$ cat src/rtl/ddr2_odt_pkg.sv
package ddr2_odt_pkg;

    typedef enum logic [1:0] {
        RTT_NONE = 2'b00,
        RTT_75   = 2'b01,
        RTT_150  = 2'b10,
        RTT_50   = 2'b11
    } rtt_sel_e;

    // Pending termination change
    typedef struct packed {
        logic live;   // change in flight
        logic dir;    // level to apply
        logic pd;     // slow (power-down) latency set
    } odt_pend_t;

    localparam logic [2:0] EMR1_BANK = 3'b001;

    function automatic rtt_sel_e rtt_from_addr(input logic hi_bit, input logic lo_bit);
        return rtt_sel_e'({hi_bit, lo_bit});
    endfunction

endpackage

$ cat src/rtl/odt_emr_decode.sv
module odt_emr_decode
    import ddr2_odt_pkg::*;
#(
    parameter int unsigned ADDR_W = 14
) (
    input  logic              clk,
    input  logic              rst,
    input  logic              emr_wr,
    input  logic [2:0]        emr_ba,
    input  logic [ADDR_W-1:0] emr_addr,
    output rtt_sel_e          rtt_sel
);

    logic hit;
    logic addr_unused;

    assign hit = emr_wr && (emr_ba == EMR1_BANK);
    assign addr_unused = ^{emr_addr[ADDR_W-1:7], emr_addr[5:3], emr_addr[1:0]};

    always_ff @(posedge clk) begin
        if (rst) begin
            rtt_sel <= RTT_NONE;
        end else if (hit) begin
            rtt_sel <= rtt_from_addr(emr_addr[6], emr_addr[2]);
        end
    end


    capture_chk: assert property (@(posedge clk) disable iff (rst)
        hit |=> (rtt_sel == rtt_sel_e'({$past(emr_addr[6]), $past(emr_addr[2])})));


    other_bank_chk: assert property (@(posedge clk) disable iff (rst)
        (emr_wr && emr_ba != EMR1_BANK) |=> $stable(rtt_sel));

endmodule

$ cat src/rtl/odt_pd_track.sv
module odt_pd_track #(
    parameter int unsigned T_PD_EXIT = 6
) (
    input  logic clk,
    input  logic rst,
    input  logic cke,
    output logic cke_fall,
    output logic slow_timing
);

    localparam int unsigned XW = $clog2(T_PD_EXIT + 1) + 1;
    localparam logic [XW-1:0] XMAX = XW'(T_PD_EXIT);

    logic          cke_q;
    logic [XW-1:0] xage;   // edges since the last low sample, saturating

    always_ff @(posedge clk) begin
        if (rst) begin
            cke_q <= 1'b1;
            xage  <= XMAX;
        end else begin
            cke_q <= cke;
            if (!cke) begin
                xage <= '0;
            end else if (xage < XMAX) begin
                xage <= xage + 1'b1;
            end
        end
    end

    assign cke_fall    = cke_q & ~cke;
    assign slow_timing = ~cke | (xage < XMAX);


    wake_window_chk: assert property (@(posedge clk) disable iff (rst)
        $rose(cke) |-> slow_timing);

endmodule

$ cat src/rtl/odt_sched.sv
module odt_sched
    import ddr2_odt_pkg::*;
#(
    parameter int unsigned T_ON_ACT   = 2,
    parameter int unsigned T_OFF_ACT  = 3,
    parameter int unsigned T_ON_PD    = 4,
    parameter int unsigned T_OFF_PD   = 4,
    parameter int unsigned T_PD_ENTRY = 3
) (
    input  logic clk,
    input  logic rst,
    input  logic selfref,
    input  logic odt,
    input  logic cke_fall,
    input  logic slow_timing,
    output logic term_on
);

    localparam int unsigned MAX_A = (T_ON_ACT > T_OFF_ACT) ? T_ON_ACT : T_OFF_ACT;
    localparam int unsigned MAX_P = (T_ON_PD > T_OFF_PD) ? T_ON_PD : T_OFF_PD;
    localparam int unsigned MAXD  = (MAX_A > MAX_P) ? MAX_A : MAX_P;
    localparam int unsigned TOP   = (MAXD > T_PD_ENTRY) ? MAXD : T_PD_ENTRY;
    localparam int unsigned AW    = $clog2(TOP + 1) + 1;
    localparam logic [AW-1:0] ENTRY_C = AW'(T_PD_ENTRY);
    localparam logic [AW-1:0] MAXD_C  = AW'(MAXD);

    function automatic logic [AW-1:0] latency(input logic dir, input logic pd);
        case ({dir, pd})
            2'b10:   return AW'(T_ON_ACT);
            2'b11:   return AW'(T_ON_PD);
            2'b00:   return AW'(T_OFF_ACT);
            default: return AW'(T_OFF_PD);
        endcase
    endfunction

    odt_pend_t     pend;
    logic [AW-1:0] age;
    logic          odt_q;
    logic          odt_edge;
    logic          eff_pd;
    logic          done;

    assign odt_edge = odt ^ odt_q;
    assign eff_pd   = pend.pd | (cke_fall & (age < ENTRY_C));
    assign done     = pend.live & (age == latency(pend.dir, eff_pd));

    always_ff @(posedge clk) begin
        if (rst) begin
            odt_q   <= 1'b0;
            pend    <= '0;
            age     <= '0;
            term_on <= 1'b0;
        end else begin
            odt_q <= odt;
            if (selfref) begin
                term_on <= 1'b0;
                pend    <= '0;
            end else begin
                if (pend.live) begin
                    pend.pd <= eff_pd;
                    if (done) begin
                        term_on   <= pend.dir;
                        pend.live <= 1'b0;
                    end else begin
                        age <= age + 1'b1;
                    end
                end
                if (odt_edge) begin
                    pend <= '{live: 1'b1, dir: odt, pd: slow_timing};
                    age  <= AW'(1);
                end
            end
        end
    end


    selfref_off_chk: assert property (@(posedge clk) disable iff (rst)
        selfref |=> !term_on);


    change_needs_pend_chk: assert property (@(posedge clk) disable iff (rst)
        (!$stable(term_on) && !$past(selfref)) |-> $past(pend.live));


    age_bound_chk: assert property (@(posedge clk) disable iff (rst)
        pend.live |-> (age <= MAXD_C));

endmodule

$ cat src/rtl/ddr2_odt_ctrl.sv
module ddr2_odt_ctrl
    import ddr2_odt_pkg::*;
#(
    parameter int unsigned ADDR_W     = 14,
    parameter int unsigned T_ON_ACT   = 2,
    parameter int unsigned T_OFF_ACT  = 3,
    parameter int unsigned T_ON_PD    = 4,
    parameter int unsigned T_OFF_PD   = 4,
    parameter int unsigned T_PD_ENTRY = 3,
    parameter int unsigned T_PD_EXIT  = 6
) (
    input  logic              clk,
    input  logic              rst,
    input  logic              cke,
    input  logic              odt,
    input  logic              selfref,
    input  logic              emr_wr,
    input  logic [2:0]        emr_ba,
    input  logic [ADDR_W-1:0] emr_addr,
    output logic              rtt_en,
    output logic [1:0]        rtt_code
);

    rtt_sel_e rtt_sel;
    logic     cke_fall;
    logic     slow_timing;
    logic     term_on;

    odt_emr_decode #(.ADDR_W(ADDR_W)) u_dec (
        .clk      (clk),
        .rst      (rst),
        .emr_wr   (emr_wr),
        .emr_ba   (emr_ba),
        .emr_addr (emr_addr),
        .rtt_sel  (rtt_sel)
    );

    odt_pd_track #(.T_PD_EXIT(T_PD_EXIT)) u_trk (
        .clk         (clk),
        .rst         (rst),
        .cke         (cke),
        .cke_fall    (cke_fall),
        .slow_timing (slow_timing)
    );

    odt_sched #(
        .T_ON_ACT   (T_ON_ACT),
        .T_OFF_ACT  (T_OFF_ACT),
        .T_ON_PD    (T_ON_PD),
        .T_OFF_PD   (T_OFF_PD),
        .T_PD_ENTRY (T_PD_ENTRY)
    ) u_sch (
        .clk         (clk),
        .rst         (rst),
        .selfref     (selfref),
        .odt         (odt),
        .cke_fall    (cke_fall),
        .slow_timing (slow_timing),
        .term_on     (term_on)
    );

    assign rtt_en   = term_on && (rtt_sel != RTT_NONE);
    assign rtt_code = rtt_en ? rtt_sel : RTT_NONE;

endmodule

$ cat config.mk
export PLATFORM = sky130hd
export DESIGN_NAME = ddr2_odt_ctrl
export DESIGN_NICKNAME = d
export VERILOG_FILES = /design/src/rtl/ddr2_odt_pkg.sv /design/src/rtl/odt_emr_decode.sv /design/src/rtl/odt_pd_track.sv /design/src/rtl/odt_sched.sv /design/src/rtl/ddr2_odt_ctrl.sv
export SDC_FILE = /design/constraint.sdc
export NUM_CORES = 1
export LEC_CHECK = 0
export ABC_AREA = 1
export CORE_MARGIN = 4
export CORE_UTILIZATION = 44
export DETAILED_ROUTE_END_ITERATION = 8
export PLACE_DENSITY = 0.78
export SYNTH_ARGS = -nofsm -noshare
export SYNTH_HDL_FRONTEND = slang
export SYNTH_SLANG_ARGS = --single-unit
$ cat constraint.sdc
create_clock -name clk -period 1.4 [get_ports clk]
set_input_delay 0.35 -clock clk [delete_from_list [all_inputs] [get_ports clk]]
set_output_delay 0.35 -clock clk [all_outputs]
set_load 0.005 [all_outputs]
Word level (Yosys, flattened, before mapping)
Cells that the tools add are included.
{ "word_totals": {"out_inout_bits": 3, "word_cells": 47, "ff_bits": 16, "inputBits": 23} }
{ "classes": {"n_addsub": 2, "n_lt_le_gt_ge": 2, "reduce_logical": 9, "n_bitwise": 8, "eq_ne": 5, "muxes": 11} }
{ "op_table": {"columns": ["op", "count"], "rows": [
  ["4-bit two-way mux", 3],
  ["3-bit two-way mux", 3],
  ["4-bit by 1-bit adder with 4-bit output, second input constant", 2],
  ["3-bit case mux with 2 select lines", 1],
  ["4-bit by 3-bit equality test with 1-bit output", 1],
  ["4-bit by 2-bit less-than comparator with 1-bit output, second input constant", 1],
  ["4-bit by 3-bit less-than comparator with 1-bit output, second input constant", 1],
  ["2-bit by 1-bit inequality test with 1-bit output, second input constant", 2],
  ["2-bit nonzero test", 2],
  ["2-bit OR reduction", 2],
  ["1-bit AND", 3],
  ["3-bit by 1-bit equality test with 1-bit output, second input constant", 1],
  ["1-bit two-way mux", 3],
  ["3-bit AND reduction", 1],
  ["2-bit equality test, second input constant", 1],
  ["1-bit logical AND", 2],
  ["2-bit zero test", 1],
  ["2-bit two-way mux", 1],
  ["1-bit inverter", 2],
  ["1-bit bitwise OR", 2],
  ["2-bit AND reduction", 1],
  ["1-bit XOR", 1]
]} }

Longest topological paths before layout
Gate-level depths: netlist (run 1).
{ "logic_depth": {"depth_word": 11, "mapped_depth": 11, "depth_no_buf": 11} }

Hierarchy
A second synthesis (run 1) with hierarchy kept.
{ "unflattened": {"hier_cells": 126, "hier_area_um2": 868.3} }
{ "modules_own_cells": {"columns": ["mod", "area_per_inst_um2", "n_inst", "cells_per_inst", "seq_area_each_um2"], "rows": [
  ["odt_sched", 498.0, 1, 71, 180.2],
  ["odt_pd_track", 236.5, 1, 32, 100.1],
  ["odt_emr_decode", 105.1, 1, 16, 40.0],
  ["ddr2_odt_ctrl", 28.8, 1, 7, 0.0]
]} }

Worst setup path before layout (run 1)
Ideal clock, no wire load.
{ "synth_path": {"kind": "reg-to-reg", "startpoint": "register u_sch.age[0]", "endpoint": "register u_sch.age[1]", "stages_incl_launch_ff": 10, "setup_time_ns": 0.115, "arrival_ns": 1.172, "period_less_slack_ns": 1.287, "path_buffers": 0, "required_ns": 1.285, "slack_ns": 0.113, "cell_sequence": "dfxtp_1 > ha_1 > nor2_2 > nand3_2 > nand3_1 > nand3_2 > nand2_4 > nand2_4 > nand2_1 > o21ai_2"} }
{ "synth_between": {"elab_chain_cells": 9, "word_cells_on_any_way": 14, "cone_classes": "1 x add/sub; 1 x order compare; 3 x eq/ne; 4 x mux; 3 x bitwise; 2 x reduce/logical"} }
{ "synth_rtl": {"columns": ["element", "line", "source"], "rows": [
  ["from (decl)", "odt_sched.sv:37", "logic [AW-1:0] age;"],
  ["from (signal assigned)", "odt_sched.sv:65", "age <= age + 1'b1;"],
  ["4-bit by 2-bit less-than comparator with 1-bit output", "odt_sched.sv:44", "assign eff_pd = pend.pd | (cke_fall & (age < ENTRY_C));"],
  ["1-bit AND", "odt_sched.sv:44", null],
  ["1-bit bitwise OR", "odt_sched.sv:44", null],
  ["2-bit equality test or 2-bit zero test (tied branches)", "odt_sched.sv:28", "case ({dir, pd})"],
  ["3-bit case mux with 2 select lines", "odt_sched.sv:28", null],
  ["4-bit by 3-bit equality test with 1-bit output", "odt_sched.sv:45", "assign done = pend.live & (age == latency(pend.dir, eff_pd));"],
  ["1-bit AND", "odt_sched.sv:45", null],
  ["2-bit by 1-bit inequality test with 1-bit output (no source line)", null, null],
  ["3-bit AND reduction (no source line)", null, null]
]} }
Several ways; a longest one is shown, not always the timed one. The select of a mux whose other input is x is not followed.
A chain may end at the register's enable or synchronous reset.

Worst setup path in the final report (run 1)
{ "layout_path": {"startpoint": "register u_sch.age[0]", "endpoint": "register u_sch.pend[0] (netlist bit)"} }
{ "layout_between": {"elab_chain_cells": 5} }
{ "layout_rtl": {"columns": ["element", "line", "source"], "rows": [
  ["4-bit by 2-bit less-than comparator with 1-bit output", "odt_sched.sv:44", null],
  ["1-bit AND", "odt_sched.sv:44", null],
  ["1-bit bitwise OR", "odt_sched.sv:44", null],
  ["1-bit two-way mux", "odt_sched.sv:59", "if (pend.live) begin"],
  ["3-bit two-way mux", "odt_sched.sv:68", "if (odt_edge) begin"],
  ["to (signal assigned)", "odt_sched.sv:69", "pend <= '{live: 1'b1, dir: odt, pd: slow_timing};"],
  ["to (decl)", "odt_sched.sv:36", "odt_pend_t pend;"]
]} }
Every way passes these cells. The select of a mux whose other input is x is not followed.

==> metrics.cfg, run 1 <==
[pwr]
switching_share=0.285
p_leak_uw=0.000515
fin_total_pwr_uw=963
p_sw_uw=274
power_frac_comb=0.231
peakVddDrop_uv=532
p_int_uw=689
power_density_nw_per_um2=843
share_clk_of_total_power=0.246
seq_power_share=0.522

[clock_network]
holdBufCountCts=0
cts_tree=built
clkTransAtPathRegs_ns=0.09
cts.sinks=16
cts_htree_levels=1
cts_root_buf=clkbuf_4
numCtsBuffers=3
insertion_delay_ns=0.28
cts_buffer_depth=2

[global_routing]
grt.busiest_layer=met2
met2_usage=0.274
grt_pass1_vias=742
track_usage=0.145
overflow=0
antenna_found_initial=0
use_met3=0.0356
met1_usage=0.151
grt_pass1_wl_um=2840
grt_max_degree=10

[cells_and_area]
final_core_util=0.669
diodes=0
seq_area_um2=329
area_growth_pct=45.4
drive_gt1_frac=0.362
multi_input_comb_area_um2=474
fill_cells=134
nNetsFinal=165
layout.cells.non_filler=163

[synthesis]
syn_nets=134
synth_flop_cell=dfxtp_1
synth_edf_count=0
synth_largest_area_cell=dfxtp_1
yosysWarnings=0
synth.area.top_cells=dfxtp_1 41%, inv_1 8.6%, nand2_1 8.6%, nor2_1 8.1%, nand3_1 5.1%
ys_seq_area_frac=0.408
synth_top_area_frac=0.408
synthArstFlopShare=0
synth_cell_types=20
synthTopCellsByCount=18 x inv_1, 18 x nand2_1, 17 x nor2_1
synth_seq_cells=16
syn_area_per_cell_um2=7.21
netlist_instances=109
synth_area_um2=786

[drt]
postRouteAntennaNets=0
vias_per_cell=4.81
firstDrtPassIters=4
drt-total-wl_um=1890
routedWlPerCell_um=11.6
drt_iter0_markers=12
drc=0
vias=784

[worst_setup_path]
cp_slowest_cell=dfxtp_4
reg2reg_from=u_sch.age[0]
crit_top_cell=buf_4
endpoint_kind=flip-flop
required_ns=1.62
path_class=flip-flop to flip-flop
reg2reg_depth=8
cp_max_fo=3
reg2reg_setup_slack_ns=0.01
arrival_ns=1.61
start_kind=flip-flop
r2r-end=u_sch.pend[0]
path_cells=ha_4 -> nor2_4 -> nand3_4 -> buf_4 -> buf_4 -> o211ai_1 -> nand2_1 -> a21oi_2
slowest_delay_ns=0.36

[floorplan]
die_w_um=50.3
row_count=15
dieArea_um2=2530
core_um2=1710
ios=26
die_h_um=50.3
initial_utilization=0.460

[flow_run]
cap_violations=0

[sta]
setup_violations=0
finalHoldViolations=0
fmax_mhz=720
drv_slew=0
rsz0062_at_grt=true
skew_ns=0.00178
fin_crit_ns=1.39
fin_crit_sh=0.992
tightest_slew_ns=0.316
max-slew-margin-rel=0.789
finalSetupTns_ns=0

[min_path]
hold_path.class=primary input to flip-flop
min-delay-start=cke
min_to=u_trk.cke_q
hold_path_depth=4

[placement]
dp_hpwl_um=1310
dpl.cell_count=159
port_buffers=13
gp_congestion=0.838

[outcome]
status=completed

[cell families (layout without fill, tap and decap cells)]
| family | Yosys count | in the layout | synth area share |
|---|---|---|---|
| and+or+nand+nor | 55 | 55 | 0.339 |
| xor gates and xnor gates | 2 | 2 | 0.0223 |
| DFF | 16 | 16 | 0.408 |
| AOI/OAI and AO/OA | 16 | 16 | 0.113 |
| buffers and inverters | 18 | 47 | 0.0860 |
| adders and majority gates | 2 | 2 | 0.0318 |
[registers in the layout, summed over array words and instances (netlist names)]
| signal | flops |
|---|---|
| u_trk.cke_q | 1 |
| u_sch.term_on | 1 |
| u_sch.pend | 3 |
| u_sch.odt_q | 1 |
| u_dec.rtt_sel | 2 |
| u_sch.age | 4 |
| u_trk.xage | 4 |
[layout by cell type, fill, tap and decap left out]
master,Yosys,final
nand3_2,2,1
o21ai_1,0,1
o21ai_2,1,2
dlymetal6s2s_1,0,2
dfxtp_4,0,1
nor2_1,17,14
a21oi_2,0,2
buf_2,0,1
buf_4,0,13
inv_2,0,2
clkbuf_4,0,3
a21oi_1,7,5
clkdlybuf4s50_1,0,8
nand3_1,8,7
o211ai_1,1,1
inv_1,18,16
clkbuf_2,0,2
nor2_2,3,5
ha_4,0,1
nor2_4,0,1
or2_4,1,1
o21ai_0,6,4
nand2_2,1,6
xor2_1,2,2
nand2_4,2,3
nand4_1,1,1
nor3b_1,1,1
nor3_1,1,1
ha_1,2,1
dfxtp_2,0,4
nand3_4,0,2
a211oi_1,1,1
nand2_1,18,12
dfxtp_1,16,11
[per-layer routing]
| layer | routed length [µm] | vias to the layer above | part of all wire |
|---|---|---|---|
| li1 | - | 406 | - |
| met2 | 979 | 29 | 0.52 |
| met5 | 0 | - | 0 |
| met4 | 53 | 0 | 0.028 |
| met1 | 727 | 339 | 0.39 |
| met3 | 125 | 10 | 0.066 |
[through the flow]
stage / setup slack, ns / hold WS (ns) / instance area [µm²]
after floorplan: 0.113 / 0.408 / 786
after global placement: -0.279 / 0.418 / 1040
after detailed placement: -0.294 / 0.426 / 1040
after CTS: 0.0000171 / 0.440 / 1060
after global routing: -0.0847 / 0.458 / 1140
final: 0.0106 / 0.436 / 1140
[worst max-delay path by stage]
stage,from,to,slack (ns),cells after the start
2_1_floorplan,u_sch.age[0],u_sch.age[1],0.11,9
3_3_place_gp,odt,u_sch.age[0],-0.28,9
3_5_place_dp,odt,u_sch.age[0],-0.29,9
4_1_cts,odt,u_sch.age[1],0.00002,8
5_1_grt,u_sch.age[0],u_sch.age[0],-0.08,11
6_report,u_sch.age[0],u_sch.pend[0],0.01,8
[critical path, delay by kind of cell (launching register included)]
| family | cells | cell delay [ns] |
|---|---|---|
| compound gates | 2 | 0.24 |
| flops | 1 | 0.36 |
| fa+ha+maj | 1 | 0.17 |
| buf+inv | 2 | 0.26 |
| simple gates | 3 | 0.29 |
[power by group through the flow]
stage	logic (µW)	registers [µW]	clock network (µW)
floorplan	106	505	0
finish	223	503	237
global placement	181	507	0
CTS	189	499	245
detailed placement	188	508	0
global route	247	506	267
[cell type report]
type                    count  share of cell area
clock buffers               3              0.0197
repair buffers             26               0.191
inverters                  18              0.0591
multi-input cells          75               0.415
well taps                  25              0.0274
flip-flops and latches     16               0.288
[repair_timing]
action / 4_1_cts / 5_1_grt
setup endpoints to repair: 6 / 8
resized for setup: 14 / 27
pin swaps: 1 / 3
setup buffers: 1 / 1
Note: power is estimated with default switching activity, not from simulation.
==> run 2, diff against run 1 <==
--- a/config.mk
+++ b/config.mk
@@ -6,6 +6,7 @@
 export NUM_CORES = 1
 export LEC_CHECK = 0
 export ABC_AREA = 1
+export CORE_ASPECT_RATIO = 1.2
 export CORE_MARGIN = 4
 export CORE_UTILIZATION = 44
 export DETAILED_ROUTE_END_ITERATION = 8
==> constraint.sdc (replaced) <==
create_clock -name clk -period 1.3 [get_ports clk]
set_input_delay 0.325 -clock clk [delete_from_list [all_inputs] [get_ports clk]]
set_output_delay 0.325 -clock clk [all_outputs]
set_load 0.005 [all_outputs]
==> run 2 against run 1 <==
  * The run now ends with negative setup slack left
  * Sequential share of layout area grew 0.27 points
  * Largest cell class unchanged
  * Wire length shrank 5.5%
  * Largest power group unchanged
  * Sequential power grew 7.8%
  * Clock skew shrank 0.00061 ns
==> metrics.cfg, run 2 (synthesized netlist as in run 1, its figures left out) <==
[clock_network]
cts_buffer_depth=2
cts_root_buf=clkbuf_4
cts_tree=built
clkTransAtPathRegs_ns=0.09
cts.sinks=16
holdBufCountCts=0
cts_htree_levels=1
numCtsBuffers=3
insertion_delay_ns=0.28

[worst_setup_path]
endpoint_kind=primary output
reg2reg_setup_slack_ns=-0.04
arrival_ns=1.02
required_ns=0.98
cp_max_fo=2
path_class=flip-flop to primary output
start_kind=flip-flop

[pwr]
peakVddDrop_uv=759
seq_power_share=0.529
p_leak_uw=0.000506
p_sw_uw=284
power_frac_comb=0.224
switching_share=0.277
p_int_uw=741
power_density_nw_per_um2=910
share_clk_of_total_power=0.248

[sta]
max-slew-margin-rel=0.780
tightest_slew_ns=0.330
setup_violations=6
fin_ws_ns=-0.0496
drv_slew=0
rsz0062_at_grt=true
finalSetupTns_ns=-0.213
fmax_mhz=741
skew_ns=0.00117
finalHoldViolations=0
fin_crit_sh=1.04
fin_crit_ns=1.35

[cells_and_area]
drive_gt1_frac=0.362
layout_common_cells=16 x nor2_1, 15 x inv_1, 15 x buf_4
nNetsFinal=168
reg.largest.list=u_sch.age: 4 flops, u_trk.xage: 4 flops, u_sch.pend: 3 flops
diodes=0
final_common_cell=nor2_1
area_growth_pct=43.5

[flow_run]
cap_violations=0

[placement]
port_buffers=13
place_ws_ns=-0.391
dp_hpwl_um=1330
gp_congestion=0.790

[floorplan]
dieArea_um2=2530
ios=26
initial_utilization=0.473
core_um2=1660
die_h_um=54.3
row_count=16
die_w_um=46.6

[min_path]
hold_path.class=flip-flop to flip-flop

[global_routing]
antenna_found_initial=0
track_usage=0.175
grt_max_degree=9
grt_pass1_wl_um=3170
grt_pass1_vias=774
overflow=0

[drt]
firstDrtPassIters=4
postRouteAntennaNets=0
vias_per_cell=5.10
vias=811
drt_iter0_markers=13
routedWlPerCell_um=11.2
drc=0
drt-total-wl_um=1780

[outcome]
violations=negative setup slack
status=complete, but fails checks

[run 2: changes by cell type in the layout (fill, tap and decap cells not counted), sizes merged]
cell          before  now
dlygate4sd2        0    2
clkbuf             5    3
dlymetal6s2s       2    0
buf               14   19
[run 2: layer usage]
| metal | part of all wire | GRT usage | wire length [µm] |
|---|---|---|---|
| met5 | 0 | 0 | 0 |
| met2 | 0.49 | 0.296 | 879 |
| met4 | 0.034 | 0.109 | 61 |
| met3 | 0.039 | 0.0296 | 69 |
| met1 | 0.43 | 0.201 | 770 |
[run 2: worst paths after layout]
check	cells after the start	to	from
hold / removal	2	u_trk.xage[3]	u_trk.xage[3]
setup / recovery	4	rtt_code[0]	u_dec.rtt_sel[0]
hold reg to reg	2	u_trk.xage[3]	u_trk.xage[3]
setup reg to reg	11	u_sch.age[0]	u_sch.age[1]
[run 2: area by class of cell]
type / instances / area [µm²]
inverter: 18 / 67.6
sequential: 16 / 328
multi-input combinational: 75 / 450
clock buffer: 3 / 22.5
tap: 18 / 22.5
fill: 131 / 534
timing repair buffer: 29 / 236
[run 2: worst max-delay path, cell delays in order (launching register included)]
cell and delay, ns:
dfxtp_2 0.33, o21ai_2 0.14, buf_4 0.13, nor2_1 0.03, buf_2 0.12
[run 2: power by group through the flow]
stage	clock (µW)	combinational, µW	sequential (µW)
2_1_floorplan	0	114	544
3_5_place_dp	0	205	547
3_3_place_gp	0	198	545
6_report	254	229	542
5_1_grt	280	259	545
4_1_cts	256	217	539
[run 2: stage by stage]
stage          utilization  total power, µW  instances  instance area [µm²]  hold slack, ns
6_report             0.678             1030        159                 1130           0.442
3_5_place_dp         0.623              752        153                 1040           0.436
3_3_place_gp         0.623              743        153                 1040           0.416
5_1_grt              0.678             1080        159                 1130           0.460
2_1_floorplan            -              658        109                  786           0.392
4_1_cts              0.666             1010        158                 1110           0.449
[run 2: what timing repair did]
action,CTS,global route
pin swaps,11,5
setup endpoints to repair,9,8
setup buffers,2,1
endpoints found under the hold margin,0,0
gates resized for setup,32,6
==> run 3, diff against run 2 <==
==> constraint.sdc (replaced) <==
create_clock -name clk -period 1.3 [get_ports clk]
set_input_delay 0.325 -clock clk [delete_from_list [all_inputs] [get_ports clk]]
set_output_delay 0.325 -clock clk [all_outputs]
set_load 0.05 [all_outputs]
==> run 3 against run 2 <==
  * The run still ends with negative setup slack left
  * Final cell count did not move
  * Sequential share of layout area is 2.0 points lower
  * Design area rose by 7.3%
  * Clock-buffer cell count unchanged
  * Combinational power rose by 14%
  * Wire length increased by 9.1%
  * Critical endpoint is now u_sch.age[0]
  * Highest routed layer unchanged
==> metrics.cfg, run 3 (synthesized netlist as in run 1, its figures left out) <==
[flow_run]
cap_violations=0

[worst_setup_path]
start_kind=flip-flop
endpoint_kind=flip-flop
required_ns=1.49
crit_path_start=u_sch.age[1]
reg2reg_from=u_sch.age[1]
arrival_ns=1.57
cp_max_fo=5
reg2reg_depth=11
path_class=flip-flop to flip-flop

[placement]
dpl.cell_count=152
port_buffers=13
gp_congestion=0.790
place_ws_ns=-0.436
dp_hpwl_um=1350

[sta]
finalHoldViolations=0
max-slew-margin-rel=0.779
drv_slew=0
setup_violations=8
fin_ws_ns=-0.0839
tightest_slew_ns=0.331
fmax_mhz=723
rsz0062_at_grt=true
fin_crit_ns=1.38
skew_ns=0.00300
fin_crit_sh=1.06

[floorplan]
ios=26
die_w_um=46.6
core_um2=1660
initial_utilization=0.473
dieArea_um2=2530
row_count=16
die_h_um=54.3

[pwr]
power_density_nw_per_um2=876
peakVddDrop_uv=906
p_leak_uw=0.000530

[cells_and_area]
layout.cells.non_filler=159
reg.largest.list=u_sch.age: 4 flops, u_trk.xage: 4 flops, u_sch.pend: 3 flops
drive_gt1_frac=0.433
layout_common_cells=14 x buf_4, 12 x nor2_1, 12 x nand2_1
fill_cells=125
final_common_cell=buf_4
nNetsFinal=168
diodes=0
area_growth_pct=54.0

[clock_network]
cts_root_buf=clkbuf_4
cts_htree_levels=1
cts.sinks=16
cts_buffer_depth=2
insertion_delay_ns=0.28
cts_tree=built
numCtsBuffers=3
clkTransAtPathRegs_ns=0.09

[global_routing]
grt_pass1_wl_um=3130
track_usage=0.171
grt_pass1_vias=805
overflow=0
antenna_found_initial=0
grt_max_degree=9

[drt]
postRouteAntennaNets=0
firstDrtPassIters=6
vias_per_cell=5.19
routedWlPerCell_um=12.2
drt-total-wl_um=1940
vias=826
drc=0
drt_iter0_markers=6

[min_path]
min-delay-start=u_trk.xage[3]
hold_path_depth=2
hold_path.class=flip-flop to flip-flop

[outcome]
status=complete, but fails checks
violations=negative setup slack

-- run 3: changes by cell type in the layout (fill, tap and decap cells not counted), moves of 2 or more --
cell,delta
buf_6,+2
buf_2,-3
nor2_1,-4
nor2_2,+4
buf_12,+2
inv_1,-4
inv_2,+4
-- run 3: power breakdown --
group,switching [µW],internal (µW)
Combinational,132,128
Clock,150,108
Sequential,23.7,519
-- run 3: final cells by class --
cell class                      instances  area, µm²  area share
Timing Repair Buffer                   29        277       0.229
Multi-Input combinational cell         75        493       0.407
Sequential cell                        16        328       0.271
Clock buffer                            3       22.5      0.0186
Inverter                               18       67.6      0.0558
Tap cell                               18       22.5      0.0186
-- run 3: routing by layer --
layer	global-route usage	vias to the layer above	wire, µm
li1	-	414	-
met1	0.180	372	748
met2	0.303	28	1030
met3	0.0461	12	96
met4	0.0900	0	71
met5	0	-	0
-- run 3: metrics by stage --
stage	TNS, ns	area (µm²)	total power, µW	hold slack (ns)	util
finish	-0.433	1210	1060	0.429	0.728
global route	-1.01	1210	1120	0.455	0.728
global placement	-2.51	1050	743	0.416	0.630
detailed placement	-3.23	1050	752	0.418	0.630
floorplan	-0.230	786	658	0.392	-
CTS	-0.378	1130	1010	0.431	0.682
-- run 3: what timing repair did --
item | CTS | global route
hold buffers | 0 | 0
setup endpoints to repair | 9 | 9
pin swaps | 9 | 11
setup buffers | 1 | 3
endpoints found under the hold margin | 0 | 0
resized for setup | 25 | 18
-- run 3: critical path, stage by stage (launching register included) --
cell     delay, ns
dfxtp_2       0.35
ha_4          0.17
nor2_4        0.07
nand3_2       0.10
nand2_2       0.09
nand2_2       0.06
nand3_4       0.10
nand2_4       0.09
nand2_8       0.10
nand2_4       0.05
nand2_2       0.07
nor2_2        0.03
-- run 3: path summary, 6_finish.rpt --
path	end	slack, ns
hold reg to reg	u_trk.xage[3]	0.43
setup / recovery	u_sch.age[0]	-0.08
hold / removal	u_trk.xage[3]	0.43
setup reg to reg	u_sch.age[0]	-0.08
